===== config.mk =====
export PLATFORM = sky130hd
export DESIGN_NAME = uart_break_tx
export DESIGN_NICKNAME = d
export VERILOG_FILES = /design/src/rtl/ubk_pkg.sv /design/src/rtl/ubk_datapath.sv /design/src/rtl/ubk_ctrl.sv /design/src/rtl/uart_break_tx.sv
export SDC_FILE = /design/constraint.sdc
export NUM_CORES = 1
export LEC_CHECK = 0
export ABC_AREA = 1
export BUFFER_PORTS_ARGS = -buffer_cell sky130_fd_sc_hd__buf_2
export CORE_MARGIN = 1.5
export CORE_UTILIZATION = 45
export CTS_CLUSTER_DIAMETER = 80
export DETAILED_ROUTE_END_ITERATION = 12
export GPL_TIMING_DRIVEN = 0
export PLACE_DENSITY = 0.66
export SLEW_MARGIN = 10
export SYNTH_ARGS = -nofsm -noshare
export SYNTH_HDL_FRONTEND = slang
export SYNTH_SLANG_ARGS = --single-unit

===== constraint.sdc =====
create_clock -name clk -period 2.2 [get_ports clk]
set_input_delay 0.11 -clock clk [delete_from_list [all_inputs] [get_ports clk]]
set_output_delay 0.11 -clock clk [all_outputs]
set_load 0.03 [all_outputs]

===== src/rtl/ubk_pkg.sv =====
package ubk_pkg;
  localparam int DATA_MAX  = 8;
  localparam int STOP_MAX  = 2;
  localparam int FRAME_MAX = 1 + DATA_MAX + 1 + STOP_MAX;
  localparam int CNT_W     = $clog2(FRAME_MAX + 1);

  typedef struct packed {
    logic [1:0] dataSel;
    logic [1:0] parity;
    logic       twoStop;
  } txCfg_t;

  // control -> datapath strobes
  typedef struct packed {
    logic acceptWr;
    logic blockLoad;
    logic forceLow;
  } dpCtrl_t;

  // datapath -> control status
  typedef struct packed {
    logic busy;
    logic holdFull;
    logic lastBit;
  } dpStat_t;

  typedef enum logic [1:0] {BIDLE, BPEND, BLOW, BGUARD} brkState_e;

  function automatic logic [CNT_W-1:0] frameLen(input txCfg_t c);
    logic [CNT_W-1:0] len;
    len = CNT_W'(6) + CNT_W'(c.dataSel)
        + ((c.parity == 2'd1 || c.parity == 2'd2) ? CNT_W'(1) : CNT_W'(0))
        + (c.twoStop ? CNT_W'(2) : CNT_W'(1));
    return len;
  endfunction

  function automatic logic [FRAME_MAX-1:0] buildFrame(input txCfg_t c,
                                                      input logic [DATA_MAX-1:0] d);
    logic [FRAME_MAX-1:0] f;
    logic pb;
    int n;
    f = '1;
    f[0] = 1'b0;
    pb = 1'b0;
    n = 5 + int'(c.dataSel);
    for (int i = 0; i < DATA_MAX; i++) begin
      if (i < n) begin
        f[1+i] = d[i];
        pb ^= d[i];
      end
    end
    if (c.parity == 2'd1) f[1+n] = pb;
    else if (c.parity == 2'd2) f[1+n] = ~pb;
    return f;
  endfunction
endpackage


===== src/rtl/ubk_datapath.sv =====
module ubk_datapath
  import ubk_pkg::*;
(
  input  logic                clk,
  input  logic                rstN,
  input  logic                bitTick,
  input  logic [DATA_MAX-1:0] wrData,
  input  txCfg_t              cfg,
  input  dpCtrl_t             ctl,
  output dpStat_t             stat,
  output logic                txd
);
  logic [DATA_MAX-1:0]  holdReg;
  logic                 holdFull;
  logic [FRAME_MAX-1:0] shiftReg;
  logic [CNT_W-1:0]     bitsLeft;
  logic                 busy;

  always_ff @(posedge clk) begin
    if (!rstN) begin
      holdReg  <= '0;
      holdFull <= 1'b0;
      shiftReg <= '1;
      bitsLeft <= '0;
      busy     <= 1'b0;
    end else begin
      if (ctl.acceptWr) begin
        holdReg  <= wrData;
        holdFull <= 1'b1;
      end
      if (bitTick) begin
        if (busy && bitsLeft > CNT_W'(1)) begin
          shiftReg <= {1'b1, shiftReg[FRAME_MAX-1:1]};
          bitsLeft <= bitsLeft - CNT_W'(1);
        end else if (holdFull && !ctl.blockLoad) begin
          shiftReg <= buildFrame(cfg, holdReg);
          bitsLeft <= frameLen(cfg);
          busy     <= 1'b1;
          holdFull <= 1'b0;
        end else begin
          busy     <= 1'b0;
          bitsLeft <= '0;
        end
      end
    end
  end

  assign stat.busy     = busy;
  assign stat.holdFull = holdFull;
  assign stat.lastBit  = busy && (bitsLeft == CNT_W'(1));
  assign txd = ctl.forceLow ? 1'b0 : (busy ? shiftReg[0] : 1'b1);

  // a frame only starts on a bit boundary
  a_r2_load_on_tick: assert property (@(posedge clk) disable iff (!rstN)
    $rose(busy) |-> $past(bitTick));
  // no frame is loaded while the break sequencer holds the shifter
  a_r9_no_load_blocked: assert property (@(posedge clk) disable iff (!rstN)
    $rose(busy) |-> !$past(ctl.blockLoad));
endmodule


===== src/rtl/ubk_ctrl.sv =====
module ubk_ctrl
  import ubk_pkg::*;
#(
  parameter int GUARD_BITS = 12
) (
  input  logic    clk,
  input  logic    rstN,
  input  logic    bitTick,
  input  logic    wrEn,
  input  logic    cmdStart,
  input  logic    cmdStop,
  input  txCfg_t  cfg,
  input  dpStat_t stat,
  output dpCtrl_t ctl,
  output logic    txReady,
  output logic    txEmpty
);
  localparam int GW = $clog2(GUARD_BITS + 1);

  brkState_e        state;
  logic [CNT_W-1:0] lowLeft;
  logic [GW-1:0]    guardLeft;
  logic             stopSeen;
  logic             startOk, stopOk, shifterFree;

  always_comb begin
    txReady      = !stat.holdFull && (state != BPEND);
    startOk      = cmdStart && !cmdStop && txReady && (state == BIDLE);
    stopOk       = cmdStop && !cmdStart && txReady && (state == BLOW);
    shifterFree  = !stat.busy || stat.lastBit;
    ctl.acceptWr  = wrEn && (state == BIDLE) && !stat.holdFull && !startOk;
    ctl.blockLoad = (state != BIDLE);
    ctl.forceLow  = (state == BLOW);
    txEmpty = !stat.busy && !stat.holdFull && (state == BIDLE || state == BPEND);
  end

  always_ff @(posedge clk) begin
    if (!rstN) begin
      state     <= BIDLE;
      lowLeft   <= '0;
      guardLeft <= '0;
      stopSeen  <= 1'b0;
    end else begin
      unique case (state)
        BIDLE: if (startOk) state <= BPEND;
        BPEND: if (bitTick && shifterFree) begin
          state    <= BLOW;
          lowLeft  <= frameLen(cfg);
          stopSeen <= 1'b0;
        end
        BLOW: begin
          if (stopOk) stopSeen <= 1'b1;
          if (bitTick) begin
            if (lowLeft > CNT_W'(1)) lowLeft <= lowLeft - CNT_W'(1);
            else begin
              lowLeft <= '0;
              if (stopSeen || stopOk) begin
                state     <= BGUARD;
                guardLeft <= GW'(GUARD_BITS);
              end
            end
          end
        end
        BGUARD: if (bitTick) begin
          if (guardLeft > GW'(1)) guardLeft <= guardLeft - GW'(1);
          else state <= BIDLE;
        end
        default: state <= BIDLE;
      endcase
    end
  end

  // a full holding stage blocks a start-break
  a_r4_full_blocks_start: assert property (@(posedge clk) disable iff (!rstN)
    (state == BIDLE && stat.holdFull) |=> state != BPEND);
  // the line is only forced low once the shift stage is empty
  a_r5_low_shifter_idle: assert property (@(posedge clk) disable iff (!rstN)
    state == BLOW |-> !stat.busy);
  // the low phase is left only after its frame count ran out
  a_r6_min_low: assert property (@(posedge clk) disable iff (!rstN)
    (state == BGUARD && $past(state) == BLOW) |-> $past(lowLeft) <= CNT_W'(1));
  // nothing shifts during the guard interval
  a_r7_guard_quiet: assert property (@(posedge clk) disable iff (!rstN)
    state == BGUARD |-> !stat.busy);
  // writes never reach the holding stage during low time or guard
  a_r10_no_hold_in_break: assert property (@(posedge clk) disable iff (!rstN)
    (state == BLOW || state == BGUARD) |-> !stat.holdFull);
  // an active break can only move on to its guard
  a_r12_no_restart: assert property (@(posedge clk) disable iff (!rstN)
    state == BLOW |=> (state == BLOW || state == BGUARD));
endmodule


===== src/rtl/uart_break_tx.sv =====
module uart_break_tx
  import ubk_pkg::*;
#(
  parameter int GUARD_BITS = 12
) (
  input  logic                clk,
  input  logic                rstN,
  input  logic                bitTick,
  input  logic                wrEn,
  input  logic [DATA_MAX-1:0] wrData,
  input  logic                brkStart,
  input  logic                brkStop,
  input  logic [1:0]          cfgDataSel,
  input  logic [1:0]          cfgParity,
  input  logic                cfgTwoStop,
  output logic                txd,
  output logic                txReady,
  output logic                txEmpty
);
  txCfg_t  cfg;
  dpCtrl_t ctl;
  dpStat_t stat;

  assign cfg.dataSel = cfgDataSel;
  assign cfg.parity  = cfgParity;
  assign cfg.twoStop = cfgTwoStop;

  ubk_ctrl #(.GUARD_BITS(GUARD_BITS)) u_ctrl (
    .clk(clk), .rstN(rstN), .bitTick(bitTick), .wrEn(wrEn),
    .cmdStart(brkStart), .cmdStop(brkStop), .cfg(cfg), .stat(stat),
    .ctl(ctl), .txReady(txReady), .txEmpty(txEmpty)
  );

  ubk_datapath u_dp (
    .clk(clk), .rstN(rstN), .bitTick(bitTick), .wrData(wrData),
    .cfg(cfg), .ctl(ctl), .stat(stat), .txd(txd)
  );
endmodule


* Word-level counts from Yosys, hierarchy flattened
Cells that the tools add are included. Widths: inputs -> output; s select.
Word-level totals: bits in registers 37, input bits 19, output and inout bits 3, word-level logic and storage cells 213
Cells by class: add/sub/neg operators 8, order comparisons 13, eq/ne operators 16, multiplexer cells 120, bitwise operators 9, reductions and logical operators 38
Operators with widths (count):
- $lt 4x32->1 const A | 4
- $mux 1 | 91
- $lt 3x32->1 const A | 2
- $mux 12 | 4
- $mux 4 | 10
- $add 2x32->32 const A | 1
- $ge 32x1->1 const B | 1
- $lt 1x32->1 const A | 1
- $lt 2x32->1 const A | 1
- $lt 32x6->1 const B | 1
- $bwmux 12 | 2
- $logic_and 1x1->1 | 17
- $mux 2 | 8
- $pmux 4 s2 | 2
- $ne 2x2->1 const B | 7
- $gt 4x1->1 const B | 3
- $sub 4x1->4 const B | 3
- $add 3x2->4 const A | 2
- $add 4x4->4 | 2
- $pmux 2 s4 | 1
- $reduce_bool 2->1 | 4
- $reduce_and 7->1 | 1
- $xor 1x1->1 | 7
- $eq 2x2->1 const B | 3
- 12 further kinds | 26

* Depth between registers and ports, before layout
Gate-level depths: netlist (run 1).
depth after elaboration 55, mapped depth 18, gate-level depth less buffers 18

* Cells and area by module
Synthesis (run 1) repeated with hierarchy kept, for this count alone.
Second synthesis, totals: cells, all modules 430, area total of the unflattened synthesis 2829.0 um^2
By module, submodules not included:
- ubk_datapath | instances 1, cells an instance 269, area each 1767.9 um^2, sequential area each 520.5 um^2
- ubk_ctrl | instances 1, cells an instance 161, area each 1061.0 um^2, sequential area each 220.2 um^2

* Worst setup path after synthesis (run 1)
Ideal clock, no wire load.
kind register to register, start point reg u_ctrl.state[1], end point reg u_ctrl.guardLeft[3], setup time 0.076 ns, arrival 2.022 ns, required time 2.124 ns, slack 0.101 ns, stages on the path, launching flop included 11, buffers on the path 0, period minus slack after synthesis 2.099 ns, path through dfxtp_1 > inv_1 > ha_1 > nor2_1 > nand3_1 > nand2_1 > nand2_1 > inv_1 > nand3_2 > or3_1 > a31oi_1
On the way: word-level cells in the longest chain between the ends 7, elaborated cells on any way between the ends 15, classes of those cells 8 x eq/ne; 1 x mux; 6 x reduce/logical
Ends and longest elaborated chain:
- start, declared | RTL line ubk_ctrl.sv:20 | brkState_e state;
- start signal, assigned | RTL line ubk_ctrl.sv:39 | state <= BIDLE;
- start signal, assigned | RTL line ubk_ctrl.sv:45 | BIDLE: if (startOk) state <= BPEND;
- start signal, assigned | RTL line ubk_ctrl.sv:47 | state <= BLOW;
- $ne 2x1->1 | RTL line ubk_ctrl.sv:27 | txReady = !stat.holdFull && (state != BPEND);
- $logic_and 1x1->1 | RTL line ubk_ctrl.sv:27
- via txReady | RTL line uart_break_tx.sv:17 | output logic txReady,
- $logic_and 1x1->1 (2 in series) | RTL line ubk_ctrl.sv:29 | stopOk = cmdStop && !cmdStart && txReady && (state == BLOW);
- $logic_or 1x1->1 | RTL line ubk_ctrl.sv:57 | if (stopSeen || stopOk) begin
- $ne 2x2->1 (no source line)
- $reduce_and 6->1 (no source line)
- end signal, assigned | RTL line ubk_ctrl.sv:59 | guardLeft <= GW'(GUARD_BITS);
- end signal, assigned | RTL line ubk_ctrl.sv:65 | if (guardLeft > GW'(1)) guardLeft <= guardLeft - GW'(1);
- end, declared | RTL line ubk_ctrl.sv:22 | logic [GW-1:0] guardLeft;
The timed path passes the listed nets, and every way through them passes these cells. A chain may end at the register's enable or synchronous reset.

* Worst setup path in the final report (run 1)
start point reg u_dp.bitsLeft[0], end point reg u_dp.shiftReg[8]
On the way: word-level cells in the longest chain between the ends 4, elaborated cells on any way between the ends 5, classes of those cells 1 x order compare; 1 x mux; 3 x reduce/logical
Ends and longest elaborated chain:
- start, declared | RTL line ubk_datapath.sv:16 | logic [CNT_W-1:0] bitsLeft;
- start signal, assigned | RTL line ubk_datapath.sv:34 | bitsLeft <= bitsLeft - CNT_W'(1);
- start signal, assigned | RTL line ubk_datapath.sv:37 | bitsLeft <= frameLen(cfg);
- $gt 4x1->1 * | RTL line ubk_datapath.sv:32 | if (busy && bitsLeft > CNT_W'(1)) begin
- $logic_and 1x1->1 * | RTL line ubk_datapath.sv:32
- $reduce_bool 2->1 (no source line)
- $reduce_and 2->1 (no source line)
- end signal, assigned | RTL line ubk_datapath.sv:33 | shiftReg <= {1'b1, shiftReg[FRAME_MAX-1:1]};
- end signal, assigned | RTL line ubk_datapath.sv:36 | shiftReg <= buildFrame(cfg, holdReg);
- end, declared | RTL line ubk_datapath.sv:15 | logic [FRAME_MAX-1:0] shiftReg;
Every way passes the cells marked *; elsewhere a longest branch is shown, timed or not.

==> results by stage, run 1 <==
Status:
- The run finished with clean final reports.

Clock tree:
- The TritonCTS clock tree is built.
- Hold repair after CTS inserted 0 buffers.
- Clock latency on the worst-skew pair, taken at its later pin, is ~0.3 ns.
- CTS saw 37 sinks.
- The clock slew at the register clock pins of the worst setup and hold paths is approximately 0.080 ns.
- The number of setup buffers added after CTS is 0.
- In this run, CTS created clock tree buffers numbering 5.
- No sink is reached through more buffers than the 2 on the longest clock path.
- The cell at the root of the clock tree is clkbuf_8.
- CTS built an H-tree with a depth of 2.

GRT:
- The total routing resource utilization after global routing is 0.200.
- The largest net degree at the start of global routing is 12.
- The initial antenna violation count came to 0.
- The number of global-route vias before repair is 2093.
- The first global-routing pass estimated 9380 µm of wire.
- After global routing the overflow that remains totals 0.

Yosys:
- The synthesis-stage register bit count is 37.
- The share of the Yosys chip area taken by registers is 0.308.
- The number of distinct standard cells referenced by the synthesized netlist is 33.
- The number of nets produced by synthesis is slightly below 400.
- Sorting the synthesized cells by how often they occur yields 70 x nand2_1, 57 x inv_1, 37 x dfxtp_1.
- The cell area after synthesis is ~0.0024 mm².
- The number of cells produced by synthesis is 356.
- After synthesis, the largest family of logic cells by area is simple AND/OR/NAND/NOR gates.
- Of the total synthesized cell area, the portion taken by full adders, half adders and majority gates is 0.107.
- The number of synthesized flops with an enable pin is 0.
- Sorting the synthesized cells by area gives the leading types as dfxtp_1 31%, nand2_1 11%, ha_1 9.9%.
- The area fraction in compound gates after synthesis is 0.204.
- Measured against the total synthesized area, the mux share comes to 0.
- The total number of yosys warnings is 0.
- The async set or reset register ratio after synthesis is 0.
- The area share of the largest cell type after synthesis is 0.308.
- The average cell area after synthesis is roughly 6.8 µm².
- The most common cell in the synthesized netlist is nand2_1.
- The basic-gate share of the synthesized area counting and, or, nand and nor cells is 0.255.
- For this run, the leading register cell type out of synthesis is dfxtp_1.
- The dominant cell type by area after synthesis is dfxtp_1.
- The fraction of synthesized cell area in xor and xnor cells is 0.0109.

Power:
- The share of total power in the clock network is 0.158.
- The share of total power dissipated in combinational logic is 0.522.
- Across the VDD grid, the largest voltage drop is around 0.76 mV.
- The internal cell power is 1.63 mW.
- The switching part of the total is 0.463.
- The power density relative to cell area is approximately 1100 mW/mm².
- The share of total power dissipated in sequential elements is 0.320.
- The leakage dissipation is around 1.3 nW.
- In this run the power spent charging and discharging nets is 1.40 mW.
- Overall power consumption after layout is estimated at 3.03 mW.

Layout:
- The net count reported at finish is ~420.
- The final design instance area without fill is 0.00269 mm².
- The number of fill cells in the layout is between 500 and 600.
- Compared with the post-synthesis result, the final layout area differs by 11.7%.
- At the end of the flow the core is filled with cells to 0.522.
- The diode insertion count for antenna repair is 0.
- The ratio of cells with drive above 1 in the final layout is 0.130.

Critical path:
- STA classifies the critical path endpoint as a register.
- Traced cell by cell, the critical path runs through inv_1 -> ha_1 -> o21ai_2 -> nand2_4 -> nor2_2 -> inv_1 -> nand2_2 -> inv_1 -> buf_2 -> a21oi_1 -> nand2_1 -> o21ai_1 -> nand2_1.
- The number of cells on the worst reg-to-reg path is 13.
- The worst setup path is launched from a register.
- The worst endpoint data arrival time is around 2.2 ns.
- For this run, the slowest stage of the critical path takes roughly 0.37 ns.
- The start-to-end type of the worst setup path is register to register.
- For the worst setup path, the data required time is between 2 and 2.5 ns.
- The cell with the most instances on the worst path is inv_1.
- The largest individual stage delay along the critical path comes from the cell dfxtp_1.
- The largest fanout on the critical path is 10.

STA:
- The relative slew slack is 0.656.
- For the pin with the worst max-slew slack, the measured transition is ~0.52 ns.
- The share of the cycle needed by the critical path after routing is 0.924.
- For the finished layout, the period the worst path requires is roughly 2.0 ns.
- The number of pins exceeding their max-slew limit in the final report was 0.
- The count of endpoints failing hold in the final timing report is 0.
- Clock skew on the completed layout was measured at around 0.0071 ns.
- Setup slack on the critical path of the routed design comes to 0.168 ns.
- Timing would allow up to roughly 0.49 GHz.
- The setup violation total in the final timing report is 0.

Floorplan:
- The chip width is roughly 76 µm.
- The top-level port count is 22.
- The initialized floorplan defines 26 standard-cell rows.
- The die height is between 70 and 80 µm.
- The floorplan step defined a die boundary enclosing about 0.0058 mm².
- The starting density of the core is 0.468.
- The region available for standard cell placement spans 0.00514 mm².

Job:
- The max-cap check violation count is 0.

Place:
- The final weighted congestion in routability-driven placement is between 0.8 and 0.9.
- The worst slack at placement is about 0.047 ns.
- The placement-stage cell area is between 0.002 and 0.003 mm².
- The number of input and output port buffers inserted is 20.
- Detailed placement finished with a half-perimeter wire length of roughly 4200 µm.

Min path:
- The tightest min-delay check is of the input pin to register type.
- The hold path depth is 3.

Route:
- For this block, the routed nets add up to around 5500 µm of wire.
- For this run, design rule violations remaining after detail routing come to 0.
- The first-iteration detailed-routing DRC count is between 80 and 90.
- The first detailed-routing pass ran for 4 iterations.
- Dividing the detail-routed via count by the number of cells gives a little over 5.
- Dividing the detail-routed wire length by the instance count gives ~12 µm.
- The count of antenna-violating nets left after detailed routing is 0.
- The detailed router placed 2287 vias in this run.
-- power by group through the flow --
stage / clock, mW / sequential, mW / combinational [mW]
final: 0.478 / 0.968 / 1.58
after CTS: 0.484 / 0.966 / 1.58
after global placement: 0 / 0.978 / 1.55
after floorplan: 0 / 0.951 / 1.26
after global routing: 0.515 / 0.989 / 1.82
after detailed placement: 0 / 0.981 / 1.57
-- per-layer routing --
layer / global-route usage / vias to the layer above / part of all wire
li1: - / 1215 / -
met4: 0.0556 / 0 / 0.010
met2: 0.349 / 30 / 0.48
met1: 0.253 / 1035 / 0.49
met5: 0 / - / 0
met3: 0.0359 / 7 / 0.023
-- what timing repair did --
| action | in CTS | in global routing |
|---|---|---|
| resized for setup | 0 | 3 |
| endpoints found under the setup margin | 0 | 6 |
| endpoints found under the hold margin | 0 | 0 |
-- worst paths after layout --
path                                  startpoint                to  slack, ns
worst max-delay path            u_dp.bitsLeft[0]  u_dp.shiftReg[8]       0.17
worst min-delay path                   wrData[6]   u_dp.holdReg[6]       0.07
worst max register to register  u_dp.bitsLeft[0]  u_dp.shiftReg[8]       0.17
worst min register to register  u_dp.shiftReg[8]  u_dp.shiftReg[8]       0.47
-- cell usage in the layout, fill, tap and decap left out --
master	netlist	final
or3_1	1	1
xor2_1	2	2
a211oi_1	4	4
clkinv_2	0	2
a21oi_1	29	29
o21ai_2	1	1
xnor2_1	1	1
nor2_1	30	29
o21ai_0	28	28
o21ai_1	4	4
nor3_1	2	2
o211ai_1	8	8
fa_1	1	1
ha_1	19	19
buf_4	1	1
a31oi_1	4	4
inv_2	4	4
clkbuf_1	4	5
dfxtp_1	37	37
nand3b_1	1	1
nand4_1	3	3
o221ai_1	1	1
a21boi_0	1	1
inv_1	57	57
clkinv_1	1	1
o31ai_2	1	1
nand2_2	5	5
nand3_1	22	22
o22ai_1	4	4
buf_2	4	24
nand2_4	3	4
nand2_1	70	69
nor2_2	0	1
clkbuf_8	0	5
a211o_1	1	1
nand3_2	2	2
-- worst max-delay path: cells and delay by family (launching register included) --
kind | cells | cell delay [ns]
AO/OA/AOI/OAI | 3 | 0.40
flip-flops | 1 | 0.37
AND/OR/NAND/NOR | 5 | 0.50
adder cells (fa/ha/maj) | 1 | 0.23
buffers and inverters | 4 | 0.41
-- sequential cells by signal, indices dropped and copies added, names as in the netlist --
register / count
u_ctrl.lowLeft: 4
u_ctrl.stopSeen: 1
u_ctrl.guardLeft: 4
u_dp.shiftReg: 12
u_dp.bitsLeft: 4
u_dp.busy: 1
u_dp.holdFull: 1
u_dp.holdReg: 8
u_ctrl.state: 2
-- kinds of logic (layout without fill, tap and decap cells) --
family                   count (synthesis)  in the layout
buffers and inverters                   71             99
AO/OA/AOI/OAI                           86             86
AND/OR/NAND/NOR                        139            139
adder cells (fa/ha/maj)                 20             20
XOR/XNOR                                 3              3
flip-flops                              37             37
-- final cells by class --
cell class / count / area (µm²) / share of cell area
tap: 70 / 87.6 / 0.0326
clock inverter: 2 / 10.0 / 0.00373
clock buffer: 6 / 72.6 / 0.0270
inverter: 62 / 233 / 0.0867
timing repair buffer: 20 / 100 / 0.0373
multi-input combinational: 248 / 1400 / 0.521
sequential: 37 / 741 / 0.276
buffer: 9 / 42.5 / 0.0158
-- through the flow --
step	std cells	TNS, ns	hold slack, ns
after global routing	454	-0.00837	0.0920
after detailed placement	446	0	0.376
after CTS	454	0	0.0730
final	454	0	0.0725
after global placement	446	0	0.373
after floorplan	356	0	0.277
(Power assumes the default switching activity.)
==> run 2: changes to the inputs <==
CTS_BUF_LIST = sky130_fd_sc_hd__clkbuf_4 sky130_fd_sc_hd__clkbuf_8   (was not set)
PLACE_DENSITY = not set   (was 0.66)
PLACE_DENSITY_LB_ADDON = 0.3   (was not set)
SLEW_MARGIN = 20   (was 10)
==> run 2 against run 1 <==
  * Non-clock buffer count increased by 3
  * Register-to-register slack improved by 0.05 ns
  * Combinational power about the same
  * Hold slack improved by 0.014 ns
  * First-iteration DRC count increased by 32%
  * Critical path depth unchanged
  * Critical endpoint unchanged
  * Final cell count increased by 0.44%
  * Sequential share of layout area decreased by 0.28 points
==> results by stage, run 2 (synthesized netlist as in run 1, its figures left out) <==
Status:
- The run finished with clean final reports.

STA:
- The share of the cycle needed by the critical path after routing is 0.899 (-0.0244).
- The number of pins exceeding their max-slew limit in the final report is 0 (unchanged).
- The relative slew slack is 0.655 (-0.000757).
- Setup repair after global routing left no endpoint under its margin.
- The final period demand of the worst path is 1.98 ns (-0.0537 ns).
- The total negative slack for setup checks is 0 ns (unchanged).
- The count of endpoints failing hold in the final timing report came to 0 (unchanged).
- The worst clock skew is 0.00794 ns (+0.000838 ns).
- The timing-limited maximum frequency was 0.505 GHz (+2.7%).
- The slew at the pin with the worst max-slew slack came to 0.517 ns (+0.00114 ns).
- The setup violation total in the final timing report was 0 (unchanged).

Clock tree:
- The TritonCTS buffer count was 5 (unchanged).
- The total number of clock tree sinks is 37 (unchanged).
- The level count of the clock H-tree is 2 (unchanged).
- The cell at the root of the clock tree is clkbuf_8.
- TritonCTS built the clock tree.
- The clock slew at the register clock pins of the worst setup and hold paths is 0.08 ns (about the same).
- The insertion delay to the later sink of the worst-skew pair is 0.29 ns (about the same).
- The clock tree buffer depth came to 2 (unchanged).

Critical path:
- STA classifies the critical path endpoint as a register.
- By startpoint and endpoint, the worst setup path is classified as register to register.
- The worst endpoint data arrival time is 2.15 ns (-0.06 ns).
- The critical path launch point is u_dp.bitsLeft[0].
- The largest fanout on the critical path is 10 (unchanged).
- The launching point of the worst reg2reg path is u_dp.bitsLeft[0].
- The sort of element at the start of the critical path is a register.
- The endpoint required time on the critical path came to 2.37 ns (about the same).

Layout:
- The ratio of cells with drive above 1 in the final layout is 0.135 (+0.00451).
- The final design instance area without fill is 0.00271 mm² (+1.0%).
- The number of fill cells in the layout is 565 (+1.6%).
- The net count reported at finish was 425 (+0.71%).
- Leaving out fill and tap cells, the most frequent cell in the layout is nand2_1.
- The library cells used most frequently in the layout, excluding fill and tap cells, are 69 x nand2_1, 57 x inv_1, 37 x dfxtp_1.
- The largest registers in the layout are u_dp.shiftReg: 12 flops, u_dp.holdReg: 8 flops.
- The most flop-heavy register is u_dp.shiftReg.
- From synthesis to final layout, the design area changed by 12.8%.
- The diode insertion count for antenna repair is 0 (unchanged).
- The number of flip-flops under the largest register name is 12 (unchanged).

Job:
- The max-cap check violation count is 0 (unchanged).

Route:
- The average wire length per cell after detail routing is 12.0 µm (-0.51%).
- The total detailed-routing wirelength came to 5490 µm (about the same).
- The routed length on met1 is 2600 µm (-2.6%).
- The sum of met2 wire segment lengths after detailed routing is 2620 µm (-0.53%).
- The first-iteration detailed-routing DRC count came to 107 (+32%).
- The first-pass iteration count of the detailed router is 4 (unchanged).
- The highest metal layer used by the detailed router is met4.
- The total met3 wirelength after detailed routing is 183 µm (+42%).
- The detail-routed via count per cell was 5.08 (+0.91%).
- The count of vias placed by the detailed router was 2318 (+1.4%).
- The count of unresolved DRC violations after routing is 0 (unchanged).
- The count of antenna-violating nets left after detailed routing is 0 (unchanged).

Floorplan:
- The die height is 76.1 µm (unchanged).
- The die outline area is 0.00579 mm² (unchanged).
- The core box area is 0.00514 mm² (unchanged).
- The starting density of the core is 0.468 (unchanged).
- The top-level port count is 22 (unchanged).
- The number of placement rows was 26 (unchanged).
- The chip width is 76.1 µm (unchanged).

GRT:
- The largest net degree at the start of global routing is 11 (-1).
- The initial antenna violation count is 0 (unchanged).
- The final global-route overflow total was 0 (unchanged).
- The first-pass GRT wire length is 9240 µm (-1.5%).
- The total routing resource utilization after global routing is 0.196 (-0.00349).
- The number of global-route vias before repair is 2163 (+3.3%).

Min path:
- The worst hold path startpoint is wrData[6].
- The worst hold path belongs to the class input pin to register.

Place:
- The number of input and output port buffers inserted is 20 (unchanged).
- The placement-stage cell area came to 0.00259 mm² (unchanged).
- The detailed-placement wirelength estimate is 4240 µm (+2.0%).
- The final weighted congestion in routability-driven placement is 0.849 (-4.4%).

Power:
- The power density relative to cell area is 1130 mW/mm² (about the same).
- The worst supply voltage drop on vdd is 0.775 mV (+1.9%).
- The leakage dissipation is 1.36 nW (+1.2%).
## run 2: cell type report
cell class	count	area (µm²)	area share
clock buffer	7	90.1	0.0332
sequential	37	741	0.273
timing repair buffer	23	123	0.0452
tap	70	87.6	0.0323
buffer	9	42.5	0.0157
inverter	62	233	0.0858
multi-input combinational	248	1400	0.515
## run 2: worst paths after layout
path | slack, ns | depth (start not counted) | end
worst max-delay path | 0.22 | 13 | u_dp.shiftReg[8]
worst min-delay path | 0.09 | 3 | u_dp.holdReg[6]
worst min register to register | 0.48 | 2 | u_dp.shiftReg[8]
worst max register to register | 0.22 | 13 | u_dp.shiftReg[8]
## run 2: critical path, stage by stage (launching register included)
cell	delay (ns)
dfxtp_1	0.36
inv_1	0.08
ha_1	0.23
o21ai_2	0.20
nand2_4	0.08
nor2_1	0.13
inv_1	0.09
nand2_2	0.12
inv_1	0.06
buf_2	0.17
a21oi_1	0.13
nand2_1	0.08
o21ai_1	0.07
nand2_1	0.05
## run 2: power by group
group	switching (mW)	leakage, nW	internal, mW
clock	0.237	0.0477	0.261
sequential	0.115	0.303	0.852
combinational	1.03	1.01	0.563
## run 2: metal layers
| metal | GRT usage | vias up |
|---|---|---|
| met5 | 0 | - |
| met3 | 0.0407 | 6 |
| li1 | - | 1223 |
| met2 | 0.341 | 34 |
| met4 | 0.0741 | 0 |
| met1 | 0.238 | 1055 |
## run 2: repair_timing
item                       CTS  global route
setup endpoints to repair    0             7
setup buffers                0             3
hold buffers                 0             0
resized for setup            0             2
## run 2: metrics by stage
| stage | util | std cells | hold slack [ns] | total power [mW] | setup slack, ns |
|---|---|---|---|---|---|
| finish | 0.528 | 456 | 0.0863 | 3.06 | 0.221 |
| global route | 0.528 | 456 | 0.124 | 3.34 | 0.0227 |
| CTS | 0.522 | 453 | 0.0766 | 3.06 | 0.0547 |
| detailed placement | 0.504 | 446 | 0.380 | 2.55 | 0.0656 |
| global placement | 0.504 | 446 | 0.376 | 2.52 | 0.0676 |
| floorplan | - | 356 | 0.277 | 2.22 | 0.101 |
